## config.mk

```make
export PLATFORM = sky130hd
export DESIGN_NAME = hz_pipe_ctrl
export DESIGN_NICKNAME = d
export VERILOG_FILES = /design/src/rtl/hz_pkg.sv /design/src/rtl/hz_rst_sync.sv /design/src/rtl/hz_dep_detect.sv /design/src/rtl/hz_occ_track.sv /design/src/rtl/hz_pipe_ctrl.sv
export SDC_FILE = /design/constraint.sdc
export NUM_CORES = 1
export LEC_CHECK = 0
export ABC_CLOCK_PERIOD_IN_PS = 4660
export CAP_MARGIN = 20
export CORE_MARGIN = 3
export CORE_UTILIZATION = 35
export CTS_CLUSTER_SIZE = 28
export DETAILED_ROUTE_END_ITERATION = 10
export PLACE_DENSITY_LB_ADDON = 0.08
export SETUP_SLACK_MARGIN = 0.5
export SYNTH_ARGS = -nofsm -noshare
export SYNTH_HDL_FRONTEND = slang
export SYNTH_SLANG_ARGS = --single-unit
```

## constraint.sdc

```tcl
create_clock -name clk -period 4.66 [get_ports clk]
set_input_delay 0.932 -clock clk [delete_from_list [all_inputs] [get_ports clk]]
set_output_delay 0.932 -clock clk [all_outputs]
set_load 0.01 [all_outputs]
```

## src/rtl/hz_pkg.sv

```systemverilog
package hz_pkg;

  typedef struct packed {
    logic id;
    logic ex;
    logic mem;
    logic wb;
  } stage_occ_t;

  localparam stage_occ_t OCC_EMPTY = '{id: 1'b0, ex: 1'b0, mem: 1'b0, wb: 1'b0};

  typedef enum logic [1:0] {
    ACT_FLOW  = 2'd0,
    ACT_STALL = 2'd1,
    ACT_FLUSH = 2'd2
  } pipe_act_t;

endpackage

```

## src/rtl/hz_rst_sync.sv

```systemverilog
module hz_rst_sync #(
  parameter int unsigned STAGES = 2
) (
  input  logic clk,
  input  logic rst_n,
  output logic rst_q_n
);
  localparam int unsigned TOP = STAGES - 1;

  logic [TOP:0] chain_q;
  logic [TOP:0] chain_d;

  always_comb begin
    chain_d = {chain_q[TOP-1:0], 1'b1};
  end

  always_ff @(posedge clk or negedge rst_n) begin
    if (!rst_n) begin
      chain_q <= '0;
    end else begin
      chain_q <= chain_d;
    end
  end

  assign rst_q_n = chain_q[TOP];
endmodule

```

## src/rtl/hz_dep_detect.sv

```systemverilog
module hz_dep_detect #(
  parameter int unsigned REG_AW  = 5,
  parameter int unsigned NUM_SRC = 2
) (
  input  logic                      id_occ,
  input  logic [NUM_SRC*REG_AW-1:0] src_addr,
  input  logic [NUM_SRC-1:0]        src_use,
  input  logic                      ex_occ,
  input  logic                      ex_wen,
  input  logic [REG_AW-1:0]         ex_rd,
  input  logic                      mem_occ,
  input  logic                      mem_wen,
  input  logic [REG_AW-1:0]         mem_rd,
  output logic                      dep_hit
);
  logic               ex_live;
  logic               mem_live;
  logic [NUM_SRC-1:0] src_hit;

  always_comb begin
    ex_live  = ex_occ && ex_wen && (ex_rd != '0);
    mem_live = mem_occ && mem_wen && (mem_rd != '0);
  end

  for (genvar k = 0; k < NUM_SRC; k++) begin : g_src
    logic [REG_AW-1:0] addr_k;
    logic              ex_match;
    logic              mem_match;
    always_comb begin
      addr_k    = src_addr[k*REG_AW +: REG_AW];
      ex_match  = ex_live && (ex_rd == addr_k);
      mem_match = mem_live && (mem_rd == addr_k);
      src_hit[k] = src_use[k] && (addr_k != '0) && (ex_match || mem_match);
    end
  end

  always_comb begin
    dep_hit = id_occ && (|src_hit);
  end
endmodule

```

## src/rtl/hz_occ_track.sv

```systemverilog
module hz_occ_track
  import hz_pkg::*;
(
  input  logic       clk,
  input  logic       rst_q_n,
  input  logic       fetch_vld,
  input  pipe_act_t  act,
  output stage_occ_t occ
);
  stage_occ_t occ_q;
  stage_occ_t occ_d;

  always_comb begin
    occ_d = occ_q;
    unique case (act)
      ACT_FLUSH: begin
        occ_d.id  = 1'b0;
        occ_d.ex  = 1'b0;
        occ_d.mem = 1'b0;
        occ_d.wb  = occ_q.mem;
      end
      ACT_STALL: begin
        occ_d.id  = occ_q.id;
        occ_d.ex  = 1'b0;
        occ_d.mem = occ_q.ex;
        occ_d.wb  = occ_q.mem;
      end
      default: begin
        occ_d.id  = fetch_vld;
        occ_d.ex  = occ_q.id;
        occ_d.mem = occ_q.ex;
        occ_d.wb  = occ_q.mem;
      end
    endcase
  end

  always_ff @(posedge clk or negedge rst_q_n) begin
    if (!rst_q_n) begin
      occ_q <= OCC_EMPTY;
    end else begin
      occ_q <= occ_d;
    end
  end

  assign occ = occ_q;
endmodule

```

## src/rtl/hz_pipe_ctrl.sv

```systemverilog
module hz_pipe_ctrl
  import hz_pkg::*;
#(
  parameter int unsigned REG_AW   = 5,
  parameter int unsigned NUM_SRC  = 2,
  parameter int unsigned SYNC_LEN = 2
) (
  input  logic                      clk,
  input  logic                      rst_n,
  input  logic                      fetch_vld,
  input  logic [NUM_SRC*REG_AW-1:0] id_src_addr,
  input  logic [NUM_SRC-1:0]        id_src_use,
  input  logic                      ex_wen,
  input  logic [REG_AW-1:0]         ex_rd,
  input  logic                      mem_wen,
  input  logic [REG_AW-1:0]         mem_rd,
  input  logic                      mem_br_taken,
  output logic                      pc_we,
  output logic                      ifid_hold,
  output logic                      idex_bubble,
  output logic                      ifid_squash,
  output logic                      idex_squash,
  output logic                      exmem_squash,
  output logic                      id_vld,
  output logic                      ex_vld,
  output logic                      mem_vld,
  output logic                      wb_vld
);
  logic       rst_q_n;
  logic       dep_hit;
  logic       flush;
  pipe_act_t  act;
  stage_occ_t occ;

  hz_rst_sync #(.STAGES(SYNC_LEN)) u_rst (
    .clk     (clk),
    .rst_n   (rst_n),
    .rst_q_n (rst_q_n)
  );

  hz_dep_detect #(.REG_AW(REG_AW), .NUM_SRC(NUM_SRC)) u_dep (
    .id_occ   (occ.id),
    .src_addr (id_src_addr),
    .src_use  (id_src_use),
    .ex_occ   (occ.ex),
    .ex_wen   (ex_wen),
    .ex_rd    (ex_rd),
    .mem_occ  (occ.mem),
    .mem_wen  (mem_wen),
    .mem_rd   (mem_rd),
    .dep_hit  (dep_hit)
  );

  // priority: a resolved taken branch beats any data stall
  always_comb begin
    flush = mem_br_taken && occ.mem;
    if (flush) begin
      act = ACT_FLUSH;
    end else if (dep_hit) begin
      act = ACT_STALL;
    end else begin
      act = ACT_FLOW;
    end
  end

  hz_occ_track u_occ (
    .clk       (clk),
    .rst_q_n   (rst_q_n),
    .fetch_vld (fetch_vld),
    .act       (act),
    .occ       (occ)
  );

  always_comb begin
    pc_we        = (act != ACT_STALL);
    ifid_hold    = (act == ACT_STALL);
    idex_bubble  = (act == ACT_STALL);
    ifid_squash  = (act == ACT_FLUSH);
    idex_squash  = (act == ACT_FLUSH);
    exmem_squash = (act == ACT_FLUSH);
    id_vld       = occ.id;
    ex_vld       = occ.ex;
    mem_vld      = occ.mem;
    wb_vld       = occ.wb;
  end
endmodule

```

Word-level counts from Yosys, hierarchy flattened
Cells that the tools add are included.
{"block": "totals", "register_bits": 6, "input_bits": 28, "output_inout_bits": 10}
{"block": "op_classes", "n_eq_ne": 7, "muxes": 3, "reduce_logical": 21}
{"operator": "equality test 5 bit", "count": 4}
{"operator": "nonzero test 5 bit", "count": 4}
{"operator": "logical AND 1 bit", "count": 14}
{"operator": "case mux 4 bit (2 select lines)", "count": 1}
{"operator": "equality test 2 x 1 -> 1 bit (second input constant)", "count": 1}
{"operator": "equality test 2 bit (second input constant)", "count": 1}
{"operator": "logical OR 1 bit", "count": 2}
{"operator": "two-way mux 2 bit", "count": 1}
{"operator": "inequality test 2 x 1 -> 1 bit (second input constant)", "count": 1}
{"operator": "OR reduction 2 bit", "count": 1}
{"operator": "two-way mux 1 bit", "count": 1}

Longest topological paths before layout
{"block": "logic_depth", "ltp_word": 11, "ltp_mapped": 6, "ltp_nobuf": 5}

By module
A second synthesis with hierarchy kept.
{"block": "hier_totals", "hier_cells": 62, "hier_area_um2": 573.0}
{"module": "hz_dep_detect", "n_inst": 1, "cells_each": 41, "area_each_um2": 321.6}
{"module": "hz_occ_track", "n_inst": 1, "cells_each": 12, "area_each_um2": 151.4}
{"module": "hz_rst_sync", "n_inst": 1, "cells_each": 3, "area_each_um2": 53.8}
{"module": "hz_pipe_ctrl", "n_inst": 1, "cells_each": 6, "area_each_um2": 46.3}

Worst setup path before layout
No wires, ideal clock.
{"block": "synth_timing", "path_kind": "input-to-output", "from": "input port mem_rd[1]", "to": "output port ifid_hold", "arrival_time_ps": 2377, "required_ps": 3728, "path_slack_ps": 1351, "path_stages": 6, "path_buffers": 1, "cell_sequence": "or3_1 o311a_1 and4_4 o211a_4 o21ba_2 buf_4"}
{"block": "synth_between", "elab_chain_cells": 10}
{"element": "start: declaration", "line": "hz_pipe_ctrl.sv:16", "source": "input logic [REG_AW-1:0] mem_rd,"}
{"element": "nonzero test 5 bit", "line": "hz_dep_detect.sv:22", "source": "mem_live = mem_occ && mem_wen && (mem_rd != '0);"}
{"element": "logical AND 1 bit", "line": "hz_dep_detect.sv:22"}
{"element": "logical AND 1 bit", "line": "hz_dep_detect.sv:32", "source": "mem_match = mem_live && (mem_rd == addr_k);"}
{"element": "logical OR 1 bit", "line": "hz_dep_detect.sv:33", "source": "src_hit[k] = src_use[k] && (addr_k != '0) && (ex_match || mem_match);"}
{"element": "logical AND 1 bit", "line": "hz_dep_detect.sv:33"}
{"element": "OR reduction 2 bit (*)", "line": "hz_dep_detect.sv:38", "source": "dep_hit = id_occ && (|src_hit);"}
{"element": "logical AND 1 bit (*)", "line": "hz_dep_detect.sv:38"}
{"element": "two-way mux 1 bit (*)", "line": "hz_pipe_ctrl.sv:59", "source": "end else if (dep_hit) begin"}
{"element": "two-way mux 2 bit (*)", "line": "hz_pipe_ctrl.sv:57", "source": "if (flush) begin"}
{"element": "equality test 2 x 1 -> 1 bit (*)"}
{"element": "end: declaration", "line": "hz_pipe_ctrl.sv:19", "source": "output logic ifid_hold,"}
Mark *: on every way between the ends. The rest lies on a longest branch, timed or not.

Worst setup path after layout
{"block": "layout_timing", "from": "input port ex_rd[0]", "to": "output port idex_bubble"}
{"block": "layout_between", "elab_chain_cells": 10}
{"element": "start: declaration", "line": "hz_pipe_ctrl.sv:14", "source": "input logic [REG_AW-1:0] ex_rd,"}
{"element": "nonzero test 5 bit", "line": "hz_dep_detect.sv:21", "source": "ex_live = ex_occ && ex_wen && (ex_rd != '0);"}
{"element": "logical AND 1 bit", "line": "hz_dep_detect.sv:21"}
{"element": "logical AND 1 bit", "line": "hz_dep_detect.sv:31", "source": "ex_match = ex_live && (ex_rd == addr_k);"}
{"element": "logical OR 1 bit", "line": "hz_dep_detect.sv:33"}
{"element": "logical AND 1 bit", "line": "hz_dep_detect.sv:33"}
{"element": "OR reduction 2 bit (*)", "line": "hz_dep_detect.sv:38"}
{"element": "logical AND 1 bit (*)", "line": "hz_dep_detect.sv:38"}
{"element": "two-way mux 1 bit (*)", "line": "hz_pipe_ctrl.sv:59"}
{"element": "two-way mux 2 bit (*)", "line": "hz_pipe_ctrl.sv:57"}
{"element": "equality test 2 x 1 -> 1 bit (*)", "line": "hz_pipe_ctrl.sv:77", "source": "idex_bubble = (act == ACT_STALL);"}
{"element": "end: declaration", "line": "hz_pipe_ctrl.sv:20", "source": "output logic idex_bubble,"}
Marks and branches as above.

==> out/metrics.cfg <==
[pwr]
peakVddDrop_uv = 164.1
p_per_area_nw_per_um2 = 187.5
leakage_nw = 0.3863

[timing]
hold_viol = 0
max_freq_ghz = 0.2520
grt_setup_unrepaired = no
finalMaxSlewViolations = 0
fin_skew_ns = 0.003479
setup_viol = 0
min_period_ns = 3.968
tns_ns = 0
post-route-period-util_pct = 85.16
fin_ws_ns = 0.6917

[finish]
antennaDiodeCount = 0
layout_common_cells = clkdlybuf4s50_1, xnor2_1, xor2_1, dfrtp_1, nor3_1
fin_util_pct = 68.05
drive_above_1_share_pct = 7.292
area_growth_pct = 72.48
num-nets-final = 126
layout_commonest_cell = clkdlybuf4s50_1

[critical_path]
arrival_ns = 3.04
setup.worst_path.end_class = primary output
cp.required_ns = 3.73
r2r_slack_ns = 3.12
start_kind = primary input
cp_max_fo = 4
crit_type = in2out

[drt]
avgViaCountPerCell = 4.982
detail-route-antenna-nets = 0
totalWireLength_um = 1443
post_drt_wl_per_cell_um = 13.00
vias = 553
drc = 0
drt_pass1_iterations = 4
drt-initial-drc-count = 10

[job]
maxCapViolations = 0

[clock_tree]
insertion_delay_ns = 0.24
cts_root_buf = clkbuf_4
cts.hold.buffers_added = 0
clock_sinks = 6
htreeDepth = 1
cts_buffers = 3
cts_tree = yes
clockBufferDepth = 2
path_clk_slew_ns = 0.05

[placement]
post-place-ws_ns = 0.4968
hpwl_um = 1272
place.gp.congestion = 0.8191
io_buffers = 37

[global_routing]
track_usage_pct = 15.50
overflow = 0
grt_pass1_wl_um = 2283
grt_pass1_vias = 552
antenna_found_initial = 0
grt_max_degree = 6

[logic_synthesis]
synth_nets = 87
netlist_instances = 59
synth_cell_types = 25
synth_top_area_share_pct = 27.52
ys_warn_count = 0
yosysTopAreaCell = dfrtp_1
synth_area_leaders = dfrtp_1, xnor2_1, xor2_1
ys_seq_elements = 6
seq_area_frac_synth_pct = 27.52
synthesis.area_um2 = 545.5
avgSynthCellArea_um2 = 9.246

[worst_hold_path]
hold_class = reg2async

[floorplan]
die_height_um = 45.48
core_um2 = 1383
pin_count = 38
core.rowCount = 13
die-area_um2 = 2068
start_util_pct = 39.46
die_w_um = 45.48

[outcome]
status = completed

critical path, stage by stage:
cell             delay [ns]
clkdlybuf4s50_1        0.46
or4_1                  0.54
o211ai_1               0.22
nor4_1                 0.11
o211a_4                0.28
o21ba_2                0.21
dlygate4sd2_1          0.28
Yosys cell counts:
cell type and number:
inv_1 1, a311o_1 1, conb_1 1, or4_1 3, o21ai_0 1, nand4_1 1
dfrtp_1 6, o211ai_1 1, o21ba_2 1, o311a_1 1, nand3_1 2, and4_4 1
xnor2_1 10, nand2_1 3, and2_1 2, o21bai_1 1, or3_1 1, a21oi_1 1
o211a_4 1, a211oi_1 1, nor3_1 4, nor4_1 1, buf_4 3, nor2_1 1
xor2_1 10
sequential cells by signal (all words and copies together) (netlist names):
signal         cells
u_rst.chain_q      2
u_occ.occ          4
cells by family after synthesis:
kind of cell,share of synthesized area [%]
DFF,27.52
and+or+nand+nor,20.18
buffers and inverters,4.816
other,0.6874
AOI/OAI and AO/OA,14.68
xor gates and xnor gates,32.11
metal layers:
metal,vias to the layer above,track usage (%),wire length (µm)
met4,0,1.754,0
met2,27,23.96,641
li1,285,-,-
met5,-,0,0
met3,0,7.510,129
met1,241,19.95,672
where the power goes:
group          internal [mW]  switching, mW  total, mW
sequential            0.0567        0.00324     0.0600
clock                 0.0291         0.0185     0.0476
combinational         0.0428         0.0260     0.0688
total                  0.129         0.0478      0.176
per-stage QoR:
stage	power (mW)	instances	cell area [µm²]	hold slack [ns]
finish	0.1764	111	940.9	0.05663
CTS	0.1797	111	932.1	0.06545
global route	0.1900	111	940.9	0.07877
detailed placement	0.1300	108	912.1	0.06637
global placement	0.1289	108	912.1	0.06149
floorplan	0.08660	59	545.5	0.04029
final timing paths:
path                             startpoint                to  cells after the start
hold / removal             u_rst.chain_q[1]      u_occ.occ[3]                      0
hold reg to reg            u_rst.chain_q[1]      u_occ.occ[3]                      0
setup / recovery                   ex_rd[0]       idex_bubble                      7
setup reg to reg               u_occ.occ[2]      u_occ.occ[3]                      4
max in group asynchronous             rst_n  u_rst.chain_q[1]                      1
min in group clk           u_rst.chain_q[0]  u_rst.chain_q[1]                      0
final cells by class:
type,count,area [µm²]
Fill cell,121,441.7
Multi-Input combinational cell,49,372.9
Timing Repair Buffer,37,372.9
Sequential cell,6,150.1
Clock buffer,3,22.52
Tap cell,15,18.77
Inverter,1,3.754
what timing repair did:
action / CTS / global route
buffers inserted: 0 / 0
endpoints found under the setup margin: 3 / 1
hold endpoints to repair: 0 / 0
resized for setup: 2 / 3
pin swaps: 0 / 1
Power figures use the tool's default switching activity.
